<file path="src/rtl/ide_regwin_pkg.sv">
package ide_regwin_pkg;

  localparam int WORD_W = 32;
  localparam int BREG_W = 3;

  localparam logic [WORD_W-1:0] MASK_B1 = WORD_W'(32'h0000_00FF);
  localparam logic [WORD_W-1:0] MASK_B2 = WORD_W'(32'h0000_FFFF);
  localparam logic [WORD_W-1:0] MASK_B4 = '1;

  typedef enum logic [1:0] {
    SZ_B1  = 2'd0,
    SZ_B2  = 2'd1,
    SZ_B4  = 2'd2,
    SZ_BAD = 2'd3
  } acc_size_e;

  typedef enum logic [2:0] {
    RK_NONE,
    RK_DATA,
    RK_TASK,
    RK_CTRL,
    RK_TIMING,
    RK_IRQ
  } reg_kind_e;

  typedef enum logic [1:0] {
    BK_DATA16 = 2'd0,
    BK_DATA32 = 2'd1,
    BK_TASK   = 2'd2,
    BK_CTRL   = 2'd3
  } bus_kind_e;

  typedef struct packed {
    reg_kind_e          kind;
    logic               ok;
    logic               to_bus;
    bus_kind_e          bkind;
    logic [BREG_W-1:0]  breg;
    logic [WORD_W-1:0]  rmask;
    logic [WORD_W-1:0]  wmask;
  } dec_t;

endpackage

</file>
<file path="src/rtl/ide_regwin_decode.sv">
module ide_regwin_decode
  import ide_regwin_pkg::*;
#(
  parameter int IDX_W      = 8,
  parameter int DATA_IDX   = 'h00,
  parameter int TASK_FIRST = 'h01,
  parameter int TASK_LAST  = 'h07,
  parameter int CTRL_IDX_A = 'h08,
  parameter int CTRL_IDX_B = 'h16,
  parameter int TIMING_IDX = 'h20,
  parameter int IRQ_IDX    = 'h30
) (
  input  logic [IDX_W-1:0] idx_i,
  input  logic [1:0]       size_i,
  input  logic             we_i,
  output dec_t             dec_o
);

  acc_size_e sz;
  logic      is1, is2, is4;

  assign sz  = acc_size_e'(size_i);
  assign is1 = (sz == SZ_B1);
  assign is2 = (sz == SZ_B2);
  assign is4 = (sz == SZ_B4);

  always_comb begin
    dec_o       = '0;
    dec_o.kind  = RK_NONE;
    dec_o.bkind = BK_DATA16;
    dec_o.rmask = MASK_B4;
    dec_o.wmask = MASK_B4;
    if (idx_i == IDX_W'(DATA_IDX)) begin
      dec_o.kind  = RK_DATA;
      dec_o.ok    = we_i ? (is2 | is4) : (is1 | is2 | is4);
      dec_o.bkind = is4 ? BK_DATA32 : BK_DATA16;
      dec_o.rmask = is1 ? MASK_B1 : (is2 ? MASK_B2 : MASK_B4);
      dec_o.wmask = is4 ? MASK_B4 : MASK_B2;
    end else if (idx_i >= IDX_W'(TASK_FIRST) && idx_i <= IDX_W'(TASK_LAST)) begin
      dec_o.kind  = RK_TASK;
      dec_o.ok    = is1;
      dec_o.bkind = BK_TASK;
      dec_o.breg  = idx_i[BREG_W-1:0];
      dec_o.rmask = MASK_B1;
      dec_o.wmask = MASK_B1;
    end else if (idx_i == IDX_W'(CTRL_IDX_A) || idx_i == IDX_W'(CTRL_IDX_B)) begin
      dec_o.kind  = RK_CTRL;
      dec_o.ok    = is1;
      dec_o.bkind = BK_CTRL;
      dec_o.rmask = MASK_B1;
      dec_o.wmask = MASK_B1;
    end else if (idx_i == IDX_W'(TIMING_IDX)) begin
      dec_o.kind = RK_TIMING;
      dec_o.ok   = is4;
    end else if (idx_i == IDX_W'(IRQ_IDX)) begin
      dec_o.kind = RK_IRQ;
      dec_o.ok   = is4;
    end
    dec_o.to_bus = dec_o.ok &&
                   (dec_o.kind == RK_DATA || dec_o.kind == RK_TASK || dec_o.kind == RK_CTRL);
  end

endmodule

</file>
<file path="src/rtl/ide_regwin_busif.sv">
module ide_regwin_busif
  import ide_regwin_pkg::*;
(
  input  logic              clk,
  input  logic              rst,
  input  logic              start_i,
  input  logic              we_i,
  input  bus_kind_e         bkind_i,
  input  logic [BREG_W-1:0] breg_i,
  input  logic [WORD_W-1:0] wdata_i,
  output logic              bus_valid_o,
  output logic              bus_we_o,
  output logic [1:0]        bus_kind_o,
  output logic [BREG_W-1:0] bus_reg_o,
  output logic [WORD_W-1:0] bus_wdata_o,
  input  logic              bus_ack_i,
  output logic              done_o
);

  logic              valid_q;
  logic              we_q;
  bus_kind_e         kind_q;
  logic [BREG_W-1:0] reg_q;
  logic [WORD_W-1:0] wdata_q;

  always_ff @(posedge clk) begin
    if (rst) begin
      valid_q <= 1'b0;
      we_q    <= 1'b0;
      kind_q  <= BK_DATA16;
      reg_q   <= '0;
      wdata_q <= '0;
    end else if (start_i) begin
      valid_q <= 1'b1;
      we_q    <= we_i;
      kind_q  <= bkind_i;
      reg_q   <= breg_i;
      wdata_q <= wdata_i;
    end else if (valid_q && bus_ack_i) begin
      valid_q <= 1'b0;
    end
  end

  assign bus_valid_o = valid_q;
  assign bus_we_o    = we_q;
  assign bus_kind_o  = kind_q;
  assign bus_reg_o   = reg_q;
  assign bus_wdata_o = wdata_q;
  assign done_o      = valid_q & bus_ack_i;


  req_hold_chk: assert property (@(posedge clk) disable iff (rst)
    (bus_valid_o && !bus_ack_i) |=> (bus_valid_o && $stable(bus_kind_o) &&
                                     $stable(bus_reg_o) && $stable(bus_wdata_o) &&
                                     $stable(bus_we_o)));


  no_overlap_chk: assert property (@(posedge clk) disable iff (rst)
    start_i |-> !bus_valid_o);


  ack_drop_chk: assert property (@(posedge clk) disable iff (rst)
    (bus_valid_o && bus_ack_i && !start_i) |=> !bus_valid_o);

endmodule

</file>
<file path="src/rtl/ide_regwin_irq.sv">
module ide_regwin_irq #(
  parameter int             W         = 32,
  parameter int             N         = 2,
  parameter logic [N-1:0]   W1C_LINES = N'(1)
) (
  input  logic         clk,
  input  logic         rst,
  input  logic [N-1:0] lines_i,
  input  logic         clr_i,
  input  logic [W-1:0] clr_data_i,
  output logic [W-1:0] stat_o,
  output logic [N-1:0] lines_o
);

  logic [N-1:0] lvl_q;
  logic [N-1:0] bits_q;
  logic         unused_clr;

  assign unused_clr = ^clr_data_i;

  always_ff @(posedge clk) begin
    if (rst) begin
      lvl_q  <= '0;
      bits_q <= '0;
    end else begin
      lvl_q <= lines_i;
      for (int g = 0; g < N; g++) begin
        if (lines_i[g] != lvl_q[g]) begin
          bits_q[g] <= lines_i[g];
        end else if (W1C_LINES[g] && clr_i && clr_data_i[W-1-g]) begin
          bits_q[g] <= 1'b0;
        end
      end
    end
  end

  always_comb begin
    stat_o = '0;
    for (int g = 0; g < N; g++) begin
      stat_o[W-1-g] = bits_q[g];
    end
  end

  assign lines_o = lvl_q;

  for (genvar g = 0; g < N; g++) begin : g_line_chk
    localparam int POS = W - 1 - g;


    rise_sets_chk: assert property (@(posedge clk) disable iff (rst)
      (lines_i[g] && !lines_o[g]) |=> stat_o[POS]);


    fall_clears_chk: assert property (@(posedge clk) disable iff (rst)
      (!lines_i[g] && lines_o[g]) |=> !stat_o[POS]);


    out_follow_chk: assert property (@(posedge clk) disable iff (rst)
      (lines_i[g] != lines_o[g]) |=> (lines_o[g] == stat_o[POS]));

    if (W1C_LINES[g]) begin : g_w1c

      w1c_clear_chk: assert property (@(posedge clk) disable iff (rst)
        (lines_i[g] == lines_o[g] && clr_i && clr_data_i[POS]) |=> !stat_o[POS]);
    end else begin : g_ro

      ro_hold_chk: assert property (@(posedge clk) disable iff (rst)
        (lines_i[g] == lines_o[g]) |=> $stable(stat_o[POS]));
    end
  end

endmodule

</file>
<file path="src/rtl/ide_regwin.sv">
module ide_regwin
  import ide_regwin_pkg::*;
#(
  parameter int ADDR_W     = 12,
  parameter int IDX_LO     = 4,
  parameter int DATA_IDX   = 'h00,
  parameter int TASK_FIRST = 'h01,
  parameter int TASK_LAST  = 'h07,
  parameter int CTRL_IDX_A = 'h08,
  parameter int CTRL_IDX_B = 'h16,
  parameter int TIMING_IDX = 'h20,
  parameter int IRQ_IDX    = 'h30,
  parameter int TIMING_RST = 0
) (
  input  logic              clk,
  input  logic              rst,
  input  logic              req_valid,
  output logic              req_ready,
  input  logic              req_we,
  input  logic [ADDR_W-1:0] req_addr,
  input  logic [1:0]        req_size,
  input  logic [WORD_W-1:0] req_wdata,
  output logic              rsp_valid,
  output logic [WORD_W-1:0] rsp_rdata,
  output logic              bus_rst,
  output logic              bus_req_valid,
  output logic              bus_req_we,
  output logic [1:0]        bus_req_kind,
  output logic [BREG_W-1:0] bus_req_reg,
  output logic [WORD_W-1:0] bus_req_wdata,
  input  logic              bus_ack,
  input  logic [WORD_W-1:0] bus_rdata,
  input  logic              dma_irq_in,
  input  logic              disk_irq_in,
  output logic              dma_irq_out,
  output logic              disk_irq_out
);

  localparam int IDX_W     = ADDR_W - IDX_LO;
  localparam int IRQ_LINES = 2;

  logic [IDX_W-1:0]     idx;
  logic                 unused_lo;
  dec_t                 dec;
  logic                 accept;
  logic                 local_done;
  logic                 bus_start;
  logic                 bus_done;
  logic                 timing_we;
  logic                 irq_clr;
  logic [WORD_W-1:0]    timing_q;
  logic [WORD_W-1:0]    irq_stat;
  logic [WORD_W-1:0]    rmask_q;
  logic [WORD_W-1:0]    local_rd;
  logic                 rsp_valid_q;
  logic [WORD_W-1:0]    rsp_rdata_q;
  logic                 bus_rst_q;
  logic [IRQ_LINES-1:0] irq_lines_in;
  logic [IRQ_LINES-1:0] irq_lines_out;

  assign idx       = req_addr[ADDR_W-1:IDX_LO];
  assign unused_lo = ^req_addr[IDX_LO-1:0];

  ide_regwin_decode #(
    .IDX_W      (IDX_W),
    .DATA_IDX   (DATA_IDX),
    .TASK_FIRST (TASK_FIRST),
    .TASK_LAST  (TASK_LAST),
    .CTRL_IDX_A (CTRL_IDX_A),
    .CTRL_IDX_B (CTRL_IDX_B),
    .TIMING_IDX (TIMING_IDX),
    .IRQ_IDX    (IRQ_IDX)
  ) u_decode (
    .idx_i  (idx),
    .size_i (req_size),
    .we_i   (req_we),
    .dec_o  (dec)
  );

  assign req_ready  = !bus_req_valid;
  assign accept     = req_valid && req_ready;
  assign bus_start  = accept && dec.to_bus;
  assign local_done = accept && !dec.to_bus;
  assign timing_we  = accept && req_we && dec.ok && (dec.kind == RK_TIMING);
  assign irq_clr    = accept && req_we && dec.ok && (dec.kind == RK_IRQ);

  ide_regwin_busif u_busif (
    .clk         (clk),
    .rst         (rst),
    .start_i     (bus_start),
    .we_i        (req_we),
    .bkind_i     (dec.bkind),
    .breg_i      (dec.breg),
    .wdata_i     (req_wdata & dec.wmask),
    .bus_valid_o (bus_req_valid),
    .bus_we_o    (bus_req_we),
    .bus_kind_o  (bus_req_kind),
    .bus_reg_o   (bus_req_reg),
    .bus_wdata_o (bus_req_wdata),
    .bus_ack_i   (bus_ack),
    .done_o      (bus_done)
  );

  assign irq_lines_in = {disk_irq_in, dma_irq_in};

  ide_regwin_irq #(
    .W         (WORD_W),
    .N         (IRQ_LINES),
    .W1C_LINES (IRQ_LINES'(1))
  ) u_irq (
    .clk        (clk),
    .rst        (rst),
    .lines_i    (irq_lines_in),
    .clr_i      (irq_clr),
    .clr_data_i (req_wdata),
    .stat_o     (irq_stat),
    .lines_o    (irq_lines_out)
  );

  assign dma_irq_out  = irq_lines_out[0];
  assign disk_irq_out = irq_lines_out[1];

  always_ff @(posedge clk) begin
    if (rst) begin
      timing_q <= WORD_W'(TIMING_RST);
    end else if (timing_we) begin
      timing_q <= req_wdata;
    end
  end

  always_comb begin
    if (!dec.ok) begin
      local_rd = '1;
    end else if (dec.kind == RK_TIMING) begin
      local_rd = timing_q;
    end else if (dec.kind == RK_IRQ) begin
      local_rd = irq_stat;
    end else begin
      local_rd = '0;
    end
  end

  always_ff @(posedge clk) begin
    if (rst) begin
      rmask_q <= '0;
    end else if (bus_start) begin
      rmask_q <= dec.rmask;
    end
  end

  always_ff @(posedge clk) begin
    if (rst) begin
      rsp_valid_q <= 1'b0;
      rsp_rdata_q <= '0;
    end else begin
      rsp_valid_q <= local_done || bus_done;
      if (bus_done) begin
        rsp_rdata_q <= bus_req_we ? '0 : (bus_rdata & rmask_q);
      end else if (local_done) begin
        rsp_rdata_q <= req_we ? '0 : local_rd;
      end
    end
  end

  always_ff @(posedge clk) begin
    bus_rst_q <= rst;
  end

  assign rsp_valid = rsp_valid_q;
  assign rsp_rdata = rsp_rdata_q;
  assign bus_rst   = bus_rst_q;


  local_rsp_chk: assert property (@(posedge clk) disable iff (rst)
    local_done |=> rsp_valid);


  bus_rsp_chk: assert property (@(posedge clk) disable iff (rst)
    (bus_req_valid && bus_ack) |=> rsp_valid);


  bad_read_chk: assert property (@(posedge clk) disable iff (rst)
    (accept && !req_we && !dec.ok) |=> (rsp_rdata == '1));


  no_bus_chk: assert property (@(posedge clk) disable iff (rst)
    local_done |=> !bus_req_valid);


  timing_hold_chk: assert property (@(posedge clk) disable iff (rst)
    !(accept && req_we && idx == IDX_W'(TIMING_IDX) && req_size == 2'd2) |=> $stable(timing_q));


  idle_quiet_chk: assert property (@(posedge clk) disable iff (rst)
    (!accept && !(bus_req_valid && bus_ack)) |=> !rsp_valid);

endmodule

</file>
<file path="config.mk">
export PLATFORM = sky130hd
export DESIGN_NAME = ide_regwin
export DESIGN_NICKNAME = d
export VERILOG_FILES = /design/src/rtl/ide_regwin_pkg.sv /design/src/rtl/ide_regwin_decode.sv /design/src/rtl/ide_regwin_busif.sv /design/src/rtl/ide_regwin_irq.sv /design/src/rtl/ide_regwin.sv
export SDC_FILE = /design/constraint.sdc
export NUM_CORES = 1
export LEC_CHECK = 0
export BUFFER_PORTS_ARGS = -buffer_cell sky130_fd_sc_hd__buf_2
export CAP_MARGIN = 20
export CORE_ASPECT_RATIO = 0.5
export CORE_MARGIN = 8
export CORE_UTILIZATION = 25
export CTS_BUF_LIST = sky130_fd_sc_hd__clkbuf_2 sky130_fd_sc_hd__clkbuf_4 sky130_fd_sc_hd__clkbuf_8
export CTS_CLUSTER_DIAMETER = 60
export CTS_CLUSTER_SIZE = 28
export DETAILED_ROUTE_END_ITERATION = 16
export GPL_TIMING_DRIVEN = 0
export SLEW_MARGIN = 20
export SYNTH_ARGS = -nofsm -noshare
export SYNTH_HDL_FRONTEND = slang
export SYNTH_SLANG_ARGS = --single-unit
export TNS_END_PERCENT = 1
</file>
<file path="constraint.sdc">
create_clock -name clk -period 2.5 [get_ports clk]
set_input_delay 0.375 -clock clk [delete_from_list [all_inputs] [get_ports clk]]
set_output_delay 0.375 -clock clk [all_outputs]
set_load 0.03 [all_outputs]
</file>
==> results.yml <==
floorplan:
  initial_core_util_pct: 25.7
  rows: 36
  core_area_sq_um: 19600
  die_x_um: 217
  die_y_um: 117
  die-area_sq_um: 25300
  io_pins: 161
global_route:
  antenna_found_initial: 2
  track_usage_pct: 13.7
  grt_busiest_layer: "met2"
  use_met3_pct: 3.39
  grt_util_met2_pct: 24.5
  grt_overflow: 0
  grt_pass1_vias: 4773
  grt_pass1_wl_um: 26800
  grt_max_degree: 18
  grt_use_met1_pct: 15.9
pwr:
  total_power_mw: 3.53
  power.density_nw_per_um2: 553
  power.switching_uw: 993
  power.share.clock_pct: 33.4
  power_frac_seq_pct: 52.5
  ir_drop_mv: 0.272
  p_int_mw: 2.54
  p_leak_nw: 2.51
  p_comb_share_pct: 14.0
  switching_share_pct: 28.1
clock_network:
  cts_resized: 0
  path_clk_slew_ps: 110
  cts_setup_buffers: 0
  cts_tree: "done"
  cts_max_level: 3
  root_buffer: "clkbuf_8"
  postCtsHoldBufs: 0
  clock_sinks: 112
  clk_latency_ps: 380
  cts_max_path_buffers: 2
  cts_buffers: 9
setup_path:
  crit_fanout: 10
  cp.buffers_inverters: 1
  r2r-start: "u_busif.bus_valid_o"
  path_cells: "nand2_1 > nor3b_2 > clkbuf_1 > a22oi_1 > a221oi_2"
  cpLargestDelayFamily: "simple AND/OR/NAND/NOR gates"
  max_stage_delay_ps: 620
  worstSetupPathType: "flop to flop"
  reg2reg_to: "rsp_rdata[24]"
  reg2reg_slack_ps: 290
  endpoint_kind: "flop"
  cp-start-kind: "flop"
  reg2reg_depth: 5
  required_ps: 2790
  crit_slowest_cell: "nor3b_2"
  critPathArrivalTime_ps: 2500
sta:
  worst_slack_ps: 288
  setup_tns_ps: 0
  maxSlewViolCount: 0
  fin_skew_ps: 13.8
  rsz0062_at_grt: "false"
  fin_crit_sh_pct: 88.5
  setup_viol: 0
  max_freq_ghz: 0.452
  hold_viol_final: 0
  period_needed_ps: 2210
  tightest_slew_ps: 1080
  worst_slew_margin_rel_pct: 28.0
placed_design:
  place_congestion: 0.865
  dpl.hpwl_um: 14300
  io_buffers: 156
  dpl_worst_slack_ps: -28.9
  dpl_cell_area_sq_um: 6170
layout:
  nets: 801
  fin_area_sq_um: 6390
  n_fill_cell: 2109
  syn2layout_area_growth_pct: 26.4
  drive_above_1_share_pct: 32.4
synthesis:
  synth_cell_type_count: 50
  yosys_warnings: 0
  seq_area_frac_synth_pct: 44.4
  synth.avg_cell_area_sq_um: 9.22
  synth_ff_type: "dfxtp_1"
  synth_cells: 548
  syn_nets: 634
  ys_seq_elements: 112
  synth_area_sq_um: 5050
  async_reset_ff_share_pct: 0
  synth_edf_count: 0
min_path:
  hp-start: "rst"
  hp-class: "primary input to flop"
  min_to: "bus_rst"
  worst_hold_path.num_cells: 1
route:
  drt_iter0_drc: 416
  vias_per_cell: 4.76
  post_drt_wl_per_cell_um: 18.2
  via_count: 4703
  drt-pass1-iter-count: 4
  finalWirelength_um: 18000
  ant_nets: 0
  drc: 0
run:
  cap_violations: 0
run_status:
  status: "complete, no violations"
layout make-up:
cell class	instances	area [sq um]	area share, %
multi-input combinational	351	2470	38.6
sequential	112	2240	35.1
timing repair buffer	156	781	12.2
tap	266	333	5.21
buffer	46	203	3.17
clock buffer	13	166	2.60
inverter	39	146	2.29
clock inverter	3	47.5	0.744
antenna	1	2.50	0.0392
power by group through the flow:
stage                     logic (mW)  clock network [mW]  registers, mW
after floorplan                0.201                   0           1.98
after global routing           0.534                1.28           1.86
after detailed placement       0.495                   0           1.90
final                          0.495                1.18           1.86
after CTS                      0.496                1.20           1.86
after global placement         0.491                   0           1.89
placed cells by master, fill, tap and decap left out, drive strengths merged, types with 2 or more instances in the layout:
cell type,Yosys,layout
o31ai,9,9
nand2b,4,4
a21oi,20,20
buf,19,175
or3,2,2
clkbuf,27,40
nor3b,4,4
nand2,95,95
o21ai,33,33
a221oi,32,32
o311ai,10,10
dfxtp,112,112
nand3,14,14
mux2i,34,34
a22oi,31,31
nor3,9,9
a31o,3,3
and3,3,3
nor2,6,6
inv,39,41
nor2b,5,5
nor4,4,4
o211ai,16,16
a31oi,2,2
or4,2,2
o21a,2,2
state kept, by name (all words and copies together), names as in the netlist:
name                 flops
u_busif.bus_valid_o      1
u_irq.lines_o            2
u_busif.bus_kind_o       2
bus_rst                  1
timing_q                32
rsp_valid                1
u_busif.bus_we_o         1
u_irq.bits_q             2
u_busif.bus_wdata_o     32
rsp_rdata               32
rmask_q                  3
u_busif.bus_reg_o        3
worst max path at each step:
stage	startpoint	end	slack (ps)	cells after the start
after global routing	u_busif.bus_valid_o	rsp_rdata[26]	70	5
final	u_busif.bus_valid_o	rsp_rdata[24]	290	5
after detailed placement	req_addr[6]	rsp_rdata[21]	-30	7
after floorplan	u_busif.bus_valid_o	rsp_rdata[22]	490	5
after global placement	bus_ack	rsp_rdata[24]	-80	6
after CTS	u_busif.bus_valid_o	rsp_rdata[24]	280	5
metrics by stage:
step,util [%],cells,hold WS (ps)
2_1_floorplan,-,548,403
3_3_place_gp,31.4,970,443
3_5_place_dp,31.4,970,447
4_1_cts,32.5,986,84.1
5_1_grt,32.5,987,87.4
6_report,32.5,987,96.2
routing by layer:
layer | share of wire [%] | routed length (um)
met3 | 4.6 | 821
met2 | 50 | 9050
met5 | 0.067 | 12
met1 | 42 | 7630
met4 | 2.7 | 479
kinds of logic (layout without fill, tap and decap cells):
kind of cell	count (synthesis)	in the layout	share of synthesized area, %
buffers and inverters	85	257	6.91
adder cells (fa/ha/maj)	1	1	0.247
AO/OA/AOI/OAI	165	165	27.3
AND/OR/NAND/NOR	151	151	14.5
flip-flops	112	112	44.4
multiplexers	34	34	6.73
other	0	1	0
Yosys cell counts (4+ instances only):
cell type / count / area [sq um]
a21oi_1: 19 / 95.1
a221oi_2: 29 / 435
a22oi_1: 30 / 225
buf_1: 4 / 15.0
buf_2: 12 / 60.1
clkbuf_1: 27 / 101
dfxtp_1: 112 / 2240
inv_1: 39 / 146
mux2i_1: 34 / 340
nand2_1: 95 / 357
nand2b_1: 4 / 25.0
nand3_1: 13 / 65.1
nor2_1: 6 / 22.5
nor2b_1: 5 / 31.3
nor3_1: 7 / 35.0
nor3b_1: 4 / 30.0
o211ai_1: 16 / 120
o21ai_0: 28 / 140
o21ai_1: 4 / 20.0
o311ai_0: 9 / 78.8
o31ai_1: 9 / 67.6
No activity file was read; power rests on OpenSTA's default activity.
